==> src/rtl/thr_irq_pkg.sv <==
package thr_irq_pkg;

  typedef enum logic [1:0] {
    IRQ_OFF   = 2'b00,
    IRQ_LEVEL = 2'b01,
    IRQ_ALERT = 2'b10,
    IRQ_FORCE = 2'b11
  } irq_mode_e;

  localparam int unsigned CTRL_W = 8;
  localparam int unsigned MODE_W = 2;

  function automatic logic mode_is_alert(input irq_mode_e m);
    return (m == IRQ_ALERT) || (m == IRQ_FORCE);
  endfunction

endpackage

==> src/rtl/thr_window_cmp.sv <==
module thr_window_cmp #(
  parameter int unsigned DATA_W = 16
) (
  input  logic [DATA_W-1:0] sample,
  input  logic [DATA_W-1:0] lo,
  input  logic [DATA_W-1:0] hi,
  output logic              outside
);

  logic below_or_at;
  logic above;

  always_comb begin
    below_or_at = (sample <= lo);
    above       = (sample > hi);
    outside     = below_or_at | above;
  end

endmodule

==> src/rtl/thr_persist_ctr.sv <==
module thr_persist_ctr #(
  parameter int unsigned PERS_W = 4
) (
  input  logic              clk,
  input  logic              rst_n,
  input  logic              strobe,
  input  logic              outside,
  input  logic              restart,
  input  logic [PERS_W-1:0] persist,
  output logic              fire
);

  localparam logic [PERS_W-1:0] CNT_MAX = {PERS_W{1'b1}};

  logic [PERS_W-1:0] cnt_q;
  logic [PERS_W-1:0] cnt_d;
  logic [PERS_W-1:0] base;
  logic [PERS_W-1:0] inc;
  logic              cnt_en;

  always_comb begin
    base   = restart ? '0 : cnt_q;
    inc    = (base == CNT_MAX) ? CNT_MAX : base + 1'b1;
    cnt_en = strobe | restart;
    cnt_d  = cnt_q;
    if (strobe) begin
      cnt_d = outside ? inc : '0;
    end else if (restart) begin
      cnt_d = '0;
    end
    fire = strobe & ((persist == '0) | (outside & (inc >= persist)));
  end

  always_ff @(posedge clk or negedge rst_n) begin
    if (!rst_n) begin
      cnt_q <= '0;
    end else if (cnt_en) begin
      cnt_q <= cnt_d;
    end
  end

  // an in-window result empties the counter
  a_r2_in_window_zero: assert property (@(posedge clk) disable iff (!rst_n)
    strobe && !outside |=> cnt_q == '0);

  // saturation, no wrap
  a_r2_saturate: assert property (@(posedge clk) disable iff (!rst_n)
    strobe && outside && !restart && cnt_q == CNT_MAX |=> cnt_q == CNT_MAX);

  // a clear alone empties the counter
  a_r2_clear_zero: assert property (@(posedge clk) disable iff (!rst_n)
    restart && !strobe |=> cnt_q == '0);

  // without strobe or clear the count holds
  a_r2_hold: assert property (@(posedge clk) disable iff (!rst_n)
    !strobe && !restart |=> $stable(cnt_q));

endmodule

==> src/rtl/thr_irq_state.sv <==
module thr_irq_state (
  input  logic clk,
  input  logic rst_n,
  input  logic fire,
  input  logic enabled,
  input  logic alert_mode,
  input  logic force_set,
  input  logic clear,
  input  logic ara_done,
  input  logic ara_lost,
  output logic pending
);

  logic pending_q;
  logic pending_d;
  logic set_ev;
  logic ara_ok;

  always_comb begin
    set_ev    = (fire & enabled) | force_set;
    ara_ok    = ara_done & ~ara_lost & alert_mode & pending_q;
    pending_d = set_ev | (pending_q & ~clear & ~ara_ok);
  end

  always_ff @(posedge clk or negedge rst_n) begin
    if (!rst_n) begin
      pending_q <= 1'b0;
    end else begin
      pending_q <= pending_d;
    end
  end

  assign pending = pending_q;

  // losing arbitration keeps the interrupt
  a_r9_lost_keeps: assert property (@(posedge clk) disable iff (!rst_n)
    pending_q && ara_done && ara_lost && !clear |=> pending_q);

  // pending holds until a clearing event
  a_r7_hold: assert property (@(posedge clk) disable iff (!rst_n)
    pending_q && !clear && !ara_done |=> pending_q);

  // nothing sets the interrupt without a strobe or forced write
  a_r5_no_spurious: assert property (@(posedge clk) disable iff (!rst_n)
    !pending_q && !fire && !force_set |=> !pending_q);

  // a firing strobe wins over a coincident clear
  a_r11_set_wins: assert property (@(posedge clk) disable iff (!rst_n)
    fire && enabled && clear |=> pending_q);

endmodule

==> src/rtl/thr_irq_unit.sv <==
module thr_irq_unit
  import thr_irq_pkg::*;
#(
  parameter int unsigned DATA_W = 16,
  parameter int unsigned PERS_W = 4,
  parameter int unsigned ADDR_W = 7
) (
  input  logic              clk,
  input  logic              rst_n,
  input  logic              conv_done,
  input  logic [DATA_W-1:0] ch0_value,
  input  logic [DATA_W-1:0] thr_low,
  input  logic [DATA_W-1:0] thr_high,
  input  logic [7:0]        irq_ctrl,
  input  logic              irq_ctrl_wr,
  input  logic              clear_req,
  input  logic [ADDR_W-1:0] dev_addr,
  input  logic              ara_done,
  input  logic              ara_lost,
  output logic              irq_n,
  output logic [ADDR_W:0]   alert_resp
);

  localparam int unsigned MODE_LSB = PERS_W;

  irq_mode_e         mode;
  logic [PERS_W-1:0] persist;
  logic              outside;
  logic              fire;
  logic              pending;
  logic              enabled;
  logic              alert_mode;
  logic              force_set;

  always_comb begin
    mode       = irq_mode_e'(irq_ctrl[MODE_LSB +: MODE_W]);
    persist    = irq_ctrl[PERS_W-1:0];
    enabled    = (mode != IRQ_OFF);
    alert_mode = mode_is_alert(mode);
    force_set  = irq_ctrl_wr & (mode == IRQ_FORCE);
  end

  thr_window_cmp #(.DATA_W(DATA_W)) u_cmp (
    .sample  (ch0_value),
    .lo      (thr_low),
    .hi      (thr_high),
    .outside (outside)
  );

  thr_persist_ctr #(.PERS_W(PERS_W)) u_ctr (
    .clk     (clk),
    .rst_n   (rst_n),
    .strobe  (conv_done),
    .outside (outside),
    .restart (clear_req),
    .persist (persist),
    .fire    (fire)
  );

  thr_irq_state u_state (
    .clk        (clk),
    .rst_n      (rst_n),
    .fire       (fire),
    .enabled    (enabled),
    .alert_mode (alert_mode),
    .force_set  (force_set),
    .clear      (clear_req),
    .ara_done   (ara_done),
    .ara_lost   (ara_lost),
    .pending    (pending)
  );

  always_comb begin
    irq_n      = ~(pending & enabled);
    alert_resp = (pending & alert_mode) ? {dev_addr, 1'b0} : '0;
  end

  // a forced write drives the pin on the next cycle
  a_r8_force: assert property (@(posedge clk) disable iff (!rst_n)
    irq_ctrl_wr && irq_ctrl[MODE_LSB +: MODE_W] == 2'b11 && $stable(irq_ctrl)
    |=> (irq_n == (irq_ctrl[MODE_LSB +: MODE_W] == 2'b00)));

  // with nonzero persistence an in-window strobe never raises a new interrupt
  a_r4_in_window_quiet: assert property (@(posedge clk) disable iff (!rst_n)
    conv_done && !outside && persist != '0 && !pending && !force_set |=> !pending);

endmodule

==> config.mk <==
export PLATFORM = sky130hd
export DESIGN_NAME = thr_irq_unit
export DESIGN_NICKNAME = d
export VERILOG_FILES = /design/src/rtl/thr_irq_pkg.sv /design/src/rtl/thr_window_cmp.sv /design/src/rtl/thr_persist_ctr.sv /design/src/rtl/thr_irq_state.sv /design/src/rtl/thr_irq_unit.sv
export SDC_FILE = /design/constraint.sdc
export NUM_CORES = 1
export LEC_CHECK = 0
export BUFFER_PORTS_ARGS = -buffer_cell sky130_fd_sc_hd__buf_2
export CORE_ASPECT_RATIO = 1.2
export CORE_MARGIN = 4
export CORE_UTILIZATION = 40
export DETAILED_ROUTE_END_ITERATION = 12
export HOLD_SLACK_MARGIN = 0.08
export PLACE_DENSITY = 0.8
export SLEW_MARGIN = 20
export SYNTH_ARGS = -nofsm -noshare
export SYNTH_HDL_FRONTEND = slang
export SYNTH_HIERARCHICAL = 1
export SYNTH_SLANG_ARGS = --single-unit
==> constraint.sdc <==
create_clock -name clk -period 2.4 [get_ports clk]
set_input_delay 0.24 -clock clk [delete_from_list [all_inputs] [get_ports clk]]
set_output_delay 0.24 -clock clk [all_outputs]
set_load 0.1 [all_outputs]
==> results of run 1 <==
[metal layers]
| layer | track usage | vias to the layer above | share of wire |
|---|---|---|---|
| met5 | 0 | - | 0 |
| met4 | 0.0123 | 0 | 0.0040 |
| met3 | 0.0219 | 2 | 0.051 |
| met2 | 0.339 | 40 | 0.58 |
| met1 | 0.174 | 668 | 0.37 |
| li1 | - | 811 | - |
[path summary, 6_finish.rpt]
kind | start | endpoint | depth (start not counted)
max in group asynchronous | rst_n | u_ctr/cnt_q[0] | 2
setup / recovery | thr_high[9] | u_state/pending | 11
hold / removal | clear_req | u_ctr/cnt_q[3] | 2
hold reg to reg | u_ctr/cnt_q[0] | u_ctr/cnt_q[0] | 2
setup reg to reg | u_ctr/cnt_q[1] | u_state/pending | 9
min in group asynchronous | rst_n | u_ctr/cnt_q[3] | 2
[power breakdown]
group	internal, mW	switching, mW
registers	0.0914	0.00874
logic	0.169	0.200
clock network	0.0624	0.0282
total	0.323	0.237
[synth_stat cells, types with 2 or more instances]
cell type and count:
nand2b_1 2, nor2_1 4, nand3_1 6, a221o_1 3
a221oi_1 2, a21o_1 2, nor2b_1 2, nand4_1 2
o21ai_0 4, a31oi_1 2, a21oi_1 15, and3_2 5
and3_1 3, and4_1 2, ha_1 37, inv_1 38
nand2_1 14, dfrtp_1 5, o22ai_1 2
[repair_timing]
item | in CTS | in global routing
gates resized for setup | 9 | 2
setup endpoints to repair | 1 | 1
gates cloned | 0 | 0
hold endpoints to repair | 5 | 0
hold buffers | 1 | 0
[area by class of cell]
type,count,area (µm²)
Multi-Input combinational cell,127,1170
Fill cell,268,996
Timing Repair Buffer,98,572
Inverter,38,178
Sequential cell,5,125
Tap cell,36,45.0
Clock buffer,4,26.3
[stage by stage]
stage	setup slack (ns)	util
after floorplan	-0.0171	-
after global placement	-0.276	0.651
after detailed placement	-0.301	0.651
after CTS	-0.00484	0.678
after global routing	-0.0958	0.680
final	-0.000695	0.680
[flip-flops by register name, summed over array words and instances (netlist names)]
signal / flops
u_state/pending: 1
u_ctr/cnt_q: 4
[cell families after synthesis]
kind of cell	Yosys count
other	1
buffers and inverters	41
flip-flops	5
adder cells (fa/ha/maj)	37
AO/OA/AOI/OAI	37
AND/OR/NAND/NOR	52
[worst register-to-register path, cell delays in order (launching register included)]
cell     delay [ns]
dfrtp_1        0.39
nor2b_1        0.17
ha_1           0.22
nor3b_1        0.25
nor3_1         0.10
ha_1           0.31
a21o_1         0.16
a21oi_1        0.15
o22ai_1        0.10
a221o_1        0.31
==> flow_metrics.py, run 1 <==
metrics = {
    "logic_synthesis": {
        "synth-edff-count": 0,
        "syn-cell-area_um2": 1310,
        "synth_xor_area_frac": 0,
        "synth_fa_ha_area_frac": 0.353,
        "synthTopCellsByArea": "ha_1 35%, inv_1 11%, dfrtp_1 9.5%",
        "ys_seq_area_frac": 0.0953,
        "synth_cell_types": 42,
        "ys_warn_count": 6,
        "synthFlopType": "dfrtp_1",
        "synth_nets": 280,
        "synth_compound_area_frac": 0.193,
        "yosys.area_share.simple": 0.231,
        "muxShareOfSynthArea": 0,
        "synth_cells": 173,
        "synth_top_area_frac": 0.353,
        "ys_seq_elements": 5,
        "synthArstFlopShare": 1.00,
        "synth_top_family_by_area": "adder cells",
        "synth_top_cell_by_area": "ha_1",
        "avgSynthCellArea_um2": 7.59,
    },
    "worst_setup_path": {
        "crit_buf_inv": 2,
        "worstSetupPathType": "input pin to register",
        "crit_top_cell": "a221o_1",
        "crit_chain": "buf_2 > inv_4 > ha_4 > nand4_1 > or4_4 > or3_1 > a221o_1 > and2_4 > nand3_1 > o22ai_1 > a221o_1",
        "rrSetupSlack_ns": 0.12,
        "worst_path_max_delay_cell": "or4_4",
        "crit_path_start_kind": "input pin",
        "crit_arrival_ns": 2.51,
        "path_max_fanout": 4,
        "critPathTopFamily": "simple AND/OR/NAND/NOR gates",
        "critPathMaxStageDelay_ns": 0.49,
        "critPathRequiredTime_ns": 2.51,
        "end_kind": "register",
    },
    "floorplanning": {
        "dieWidth_um": 60.3,
        "num_io_pins": 79,
        "row_count": 22,
        "die_h_um": 70.8,
        "fp.dieArea_um2": 4270,
        "start_util": 0.422,
        "coreArea_um2": 3110,
    },
    "clock_network": {
        "postCtsSetupRepairBufs": 0,
        "cts.sinks": 5,
        "numCtsBuffers": 3,
        "cts_tree": "done",
        "root_buffer": "clkbuf_4",
        "ctsHtreeMaxLevel": 1,
        "path_clk_slew_ns": 0.04,
        "cts.path.max_buffers": 2,
        "clk_latency_ns": 0.23,
    },
    "status": {
        "violations": "setup timing",
        "status": "finished, violations left",
    },
    "grt": {
        "grt_pass1_vias": 1553,
        "track_usage": 0.165,
        "grt-ovfl-total": 0,
        "grt_max_degree": 12,
        "grt_pass1_wl_mm": 5.77,
        "antenna_found_initial": 0,
    },
    "finish": {
        "layout_commonest_cell": "buf_2",
        "fin_cells": 308,
        "nets": 380,
        "fin_area_um2": 2110,
        "layout_common_cells": "71 x buf_2, 28 x inv_1, 26 x ha_1, 23 x buf_4, 15 x a21oi_1",
        "layout-drive-gt1-share": 0.493,
        "syn2layout_area_growth_pct": 61.1,
        "antennaDiodeCount": 0,
    },
    "placement": {
        "hpwlAfterDp_mm": 3.14,
        "gp_congestion": 0.815,
        "io_buffer_count": 75,
        "dp.cells": 303,
        "placed_area_um2": 2030,
    },
    "timing": {
        "finalWorstSetupSlack_ns": -0.000695,
        "final.min_clock_period_ns": 2.40,
        "fmax_mhz": 417,
        "rsz0062_at_grt": "true",
        "hold_ws_ns": 0.264,
        "slew_viol_final": 0,
        "setup-violations-final": 1,
        "hold_viol": 0,
        "fin_skew_ns": 0.000328,
        "fin_tns_setup_ns": -0.000695,
        "fin_crit_sh": 1.00,
    },
    "detailed_routing": {
        "wirelength_mm": 3.48,
        "first_pass_iters": 4,
        "wire_per_inst_um": 11.3,
        "ant_nets": 0,
        "viasPerCell": 4.94,
        "vias": 1521,
        "drt-initial-drc-count": 55,
        "drc": 0,
    },
    "power_and_ir_drop": {
        "power.total_mw": 0.560,
        "leakage_nw": 1.21,
        "p_per_area_nw_per_um2": 265,
        "ir_drop_mv": 0.363,
    },
    "worst_hold_path": {
        "hold_class": "input pin to register",
    },
    "run": {
        "maxCapViolations": 0,
    },
}
(Power assumes the default switching activity.)
==> run 2, diff against run 1 <==
--- a/config.mk
+++ b/config.mk
@@ -17,3 +17,4 @@
 export SYNTH_HDL_FRONTEND = slang
 export SYNTH_HIERARCHICAL = 1
 export SYNTH_SLANG_ARGS = --single-unit
+export TNS_END_PERCENT = 50
==> flow_metrics.py, run 2 (synthesis gave the netlist of run 1 again) <==
metrics = {
    "power_and_ir_drop": {
        "clockPowerShare": 0.181,
        "switching_share": 0.429,
        "intPower_mw": 0.315,
        "p_per_area_nw_per_um2": 275,
        "p_comb_frac": 0.639,
        "p_sw_mw": 0.236,
        "power.total_mw": 0.551,
        "ir_drop_mv": 0.309,
        "leakage_nw": 1.22,
        "seq_power_share": 0.180,
    },
    "worst_setup_path": {
        "crit_top_cell": "a221o_1",
        "crit_chain": "buf_2 > ha_1 > nand2_1 > or4_4 > or3_1 > a221o_1 > and2_4 > nand3_2 > o22ai_1 > a221o_1",
        "path_max_fanout": 4,
        "crit_path_start_kind": "input pin",
        "critPathMaxStageDelay_ns": 0.54,
        "critPathRequiredTime_ns": 2.53,
        "end_kind": "register",
        "worst_path_max_delay_cell": "or4_4",
        "critPathTopFamily": "simple AND/OR/NAND/NOR gates",
        "worstSetupPathType": "input pin to register",
        "crit_buf_inv": 1,
        "crit_arrival_ns": 2.53,
    },
    "timing": {
        "fin_crit_sh": 1.00,
        "hold_viol": 0,
        "finalWorstSetupSlack_ns": -0.000503,
        "rsz0062_at_grt": "true",
        "fin_tns_setup_ns": -0.000503,
        "fin_skew_ns": 0.00342,
        "slew_viol_final": 0,
        "fmax_mhz": 417,
        "final.min_clock_period_ns": 2.40,
        "setup-violations-final": 1,
    },
    "finish": {
        "largest_reg_flops": 4,
        "fin_cells": 310,
        "regMostFlops": "u_ctr/cnt_q",
        "antennaDiodeCount": 0,
        "layout-drive-gt1-share": 0.453,
        "layout_commonest_cell": "buf_2",
        "layout_common_cells": "75 x buf_2, 35 x inv_1, 32 x ha_1, 24 x buf_4, 15 x a21oi_1",
        "syn2layout_area_growth_pct": 52.9,
        "nets": 382,
    },
    "floorplanning": {
        "fp.dieArea_um2": 4270,
        "num_io_pins": 79,
        "die_h_um": 70.8,
        "coreArea_um2": 3110,
        "row_count": 22,
        "dieWidth_um": 60.3,
        "start_util": 0.422,
    },
    "status": {
        "violations": "setup timing",
        "status": "finished, violations left",
    },
    "placement": {
        "gp_congestion": 0.804,
        "dp.cells": 304,
        "io_buffer_count": 75,
        "hpwlAfterDp_mm": 3.00,
    },
    "clock_network": {
        "cts_tree": "done",
        "cts.sinks": 5,
        "ctsHtreeMaxLevel": 1,
        "clk_latency_ns": 0.25,
        "numCtsBuffers": 3,
        "path_clk_slew_ns": 0.04,
        "root_buffer": "clkbuf_4",
        "cts.path.max_buffers": 2,
    },
    "worst_hold_path": {
        "hold_class": "input pin to register",
    },
    "grt": {
        "grt_max_degree": 12,
        "grt-ovfl-total": 0,
        "grt_pass1_wl_mm": 5.62,
        "grt_pass1_vias": 1507,
        "antenna_found_initial": 0,
        "track_usage": 0.162,
    },
    "detailed_routing": {
        "wire_per_inst_um": 10.9,
        "vias": 1560,
        "ant_nets": 0,
        "viasPerCell": 5.03,
        "wirelength_mm": 3.39,
        "drc": 0,
        "drt-initial-drc-count": 35,
        "first_pass_iters": 4,
    },
    "run": {
        "maxCapViolations": 0,
    },
}
run 2: cell types whose count changed in the layout (fill, tap and decap cells not counted), moves of 3 or more:
cell / previous run / this run
buf_2: 71 / 75
buf_6: 3 / 0
ha_1: 26 / 32
ha_4: 11 / 5
inv_1: 28 / 35
inv_4: 6 / 0
run 2: stage by stage:
step / worst slack [ns] / util / hold slack [ns] / area (µm²)
final: -0.000503 / 0.645 / 0.231 / 2010
after global routing: -0.105 / 0.645 / 0.242 / 2010
after CTS: 0.00128 / 0.640 / 0.222 / 1990
after detailed placement: -0.409 / 0.605 / 0.0558 / 1880
after global placement: -0.375 / 0.605 / 0.0543 / 1880
after floorplan: -0.191 / - / -0.0556 / 1310
run 2: area by class of cell:
class | count | area (µm²)
fillers | 276 | 1100
multi-input cells | 127 | 1100
repair buffers | 100 | 566
inverters | 38 | 143
flip-flops and latches | 5 | 125
well taps | 36 | 45.0
clock buffers | 4 | 26.3
run 2: final timing paths:
| kind | from | to | slack [ns] | cells after the start |
|---|---|---|---|---|
| hold reg to reg | u_ctr/cnt_q[0] | u_ctr/cnt_q[0] | 0.67 | 2 |
| hold / removal | clear_req | u_ctr/cnt_q[3] | 0.23 | 2 |
| max in group asynchronous | rst_n | u_ctr/cnt_q[1] | 1.94 | 2 |
| setup reg to reg | u_ctr/cnt_q[0] | u_state/pending | 0.10 | 10 |
| min in group asynchronous | rst_n | u_ctr/cnt_q[0] | 0.33 | 2 |
| setup / recovery | ch0_value[6] | u_state/pending | -0.0005 | 10 |
run 2: routing by layer:
metal	share of wire	up-vias	GRT usage
li1	-	813	-
met1	0.39	698	0.176
met2	0.53	45	0.314
met3	0.069	4	0.0292
met4	0.0095	0	0.0296
met5	0	-	0
run 2: what timing repair did:
action,CTS,global route
pin swaps,5,0
setup buffers,1,0
setup endpoints to repair,1,1
hold buffers,1,0
hold endpoints to repair,5,0
resized for setup,9,3
gates cloned,0,0
run 2: power groups by stage:
stage | clock network, mW | logic [mW] | registers (mW)
2_1_floorplan | 0 | 0.201 | 0.0983
3_3_place_gp | 0 | 0.322 | 0.100
3_5_place_dp | 0 | 0.329 | 0.100
4_1_cts | 0.105 | 0.347 | 0.0993
5_1_grt | 0.109 | 0.396 | 0.101
6_report | 0.0998 | 0.352 | 0.0992
run 2: worst reg2reg max path, delay by kind of cell, from the launching register on:
kind	cells	cell delay, ns
DFF	1	0.40
AOI/OAI and AO/OA	4	0.73
adders and majority gates	2	0.51
and+or+nand+nor	3	0.48
buffers and inverters	1	0.05
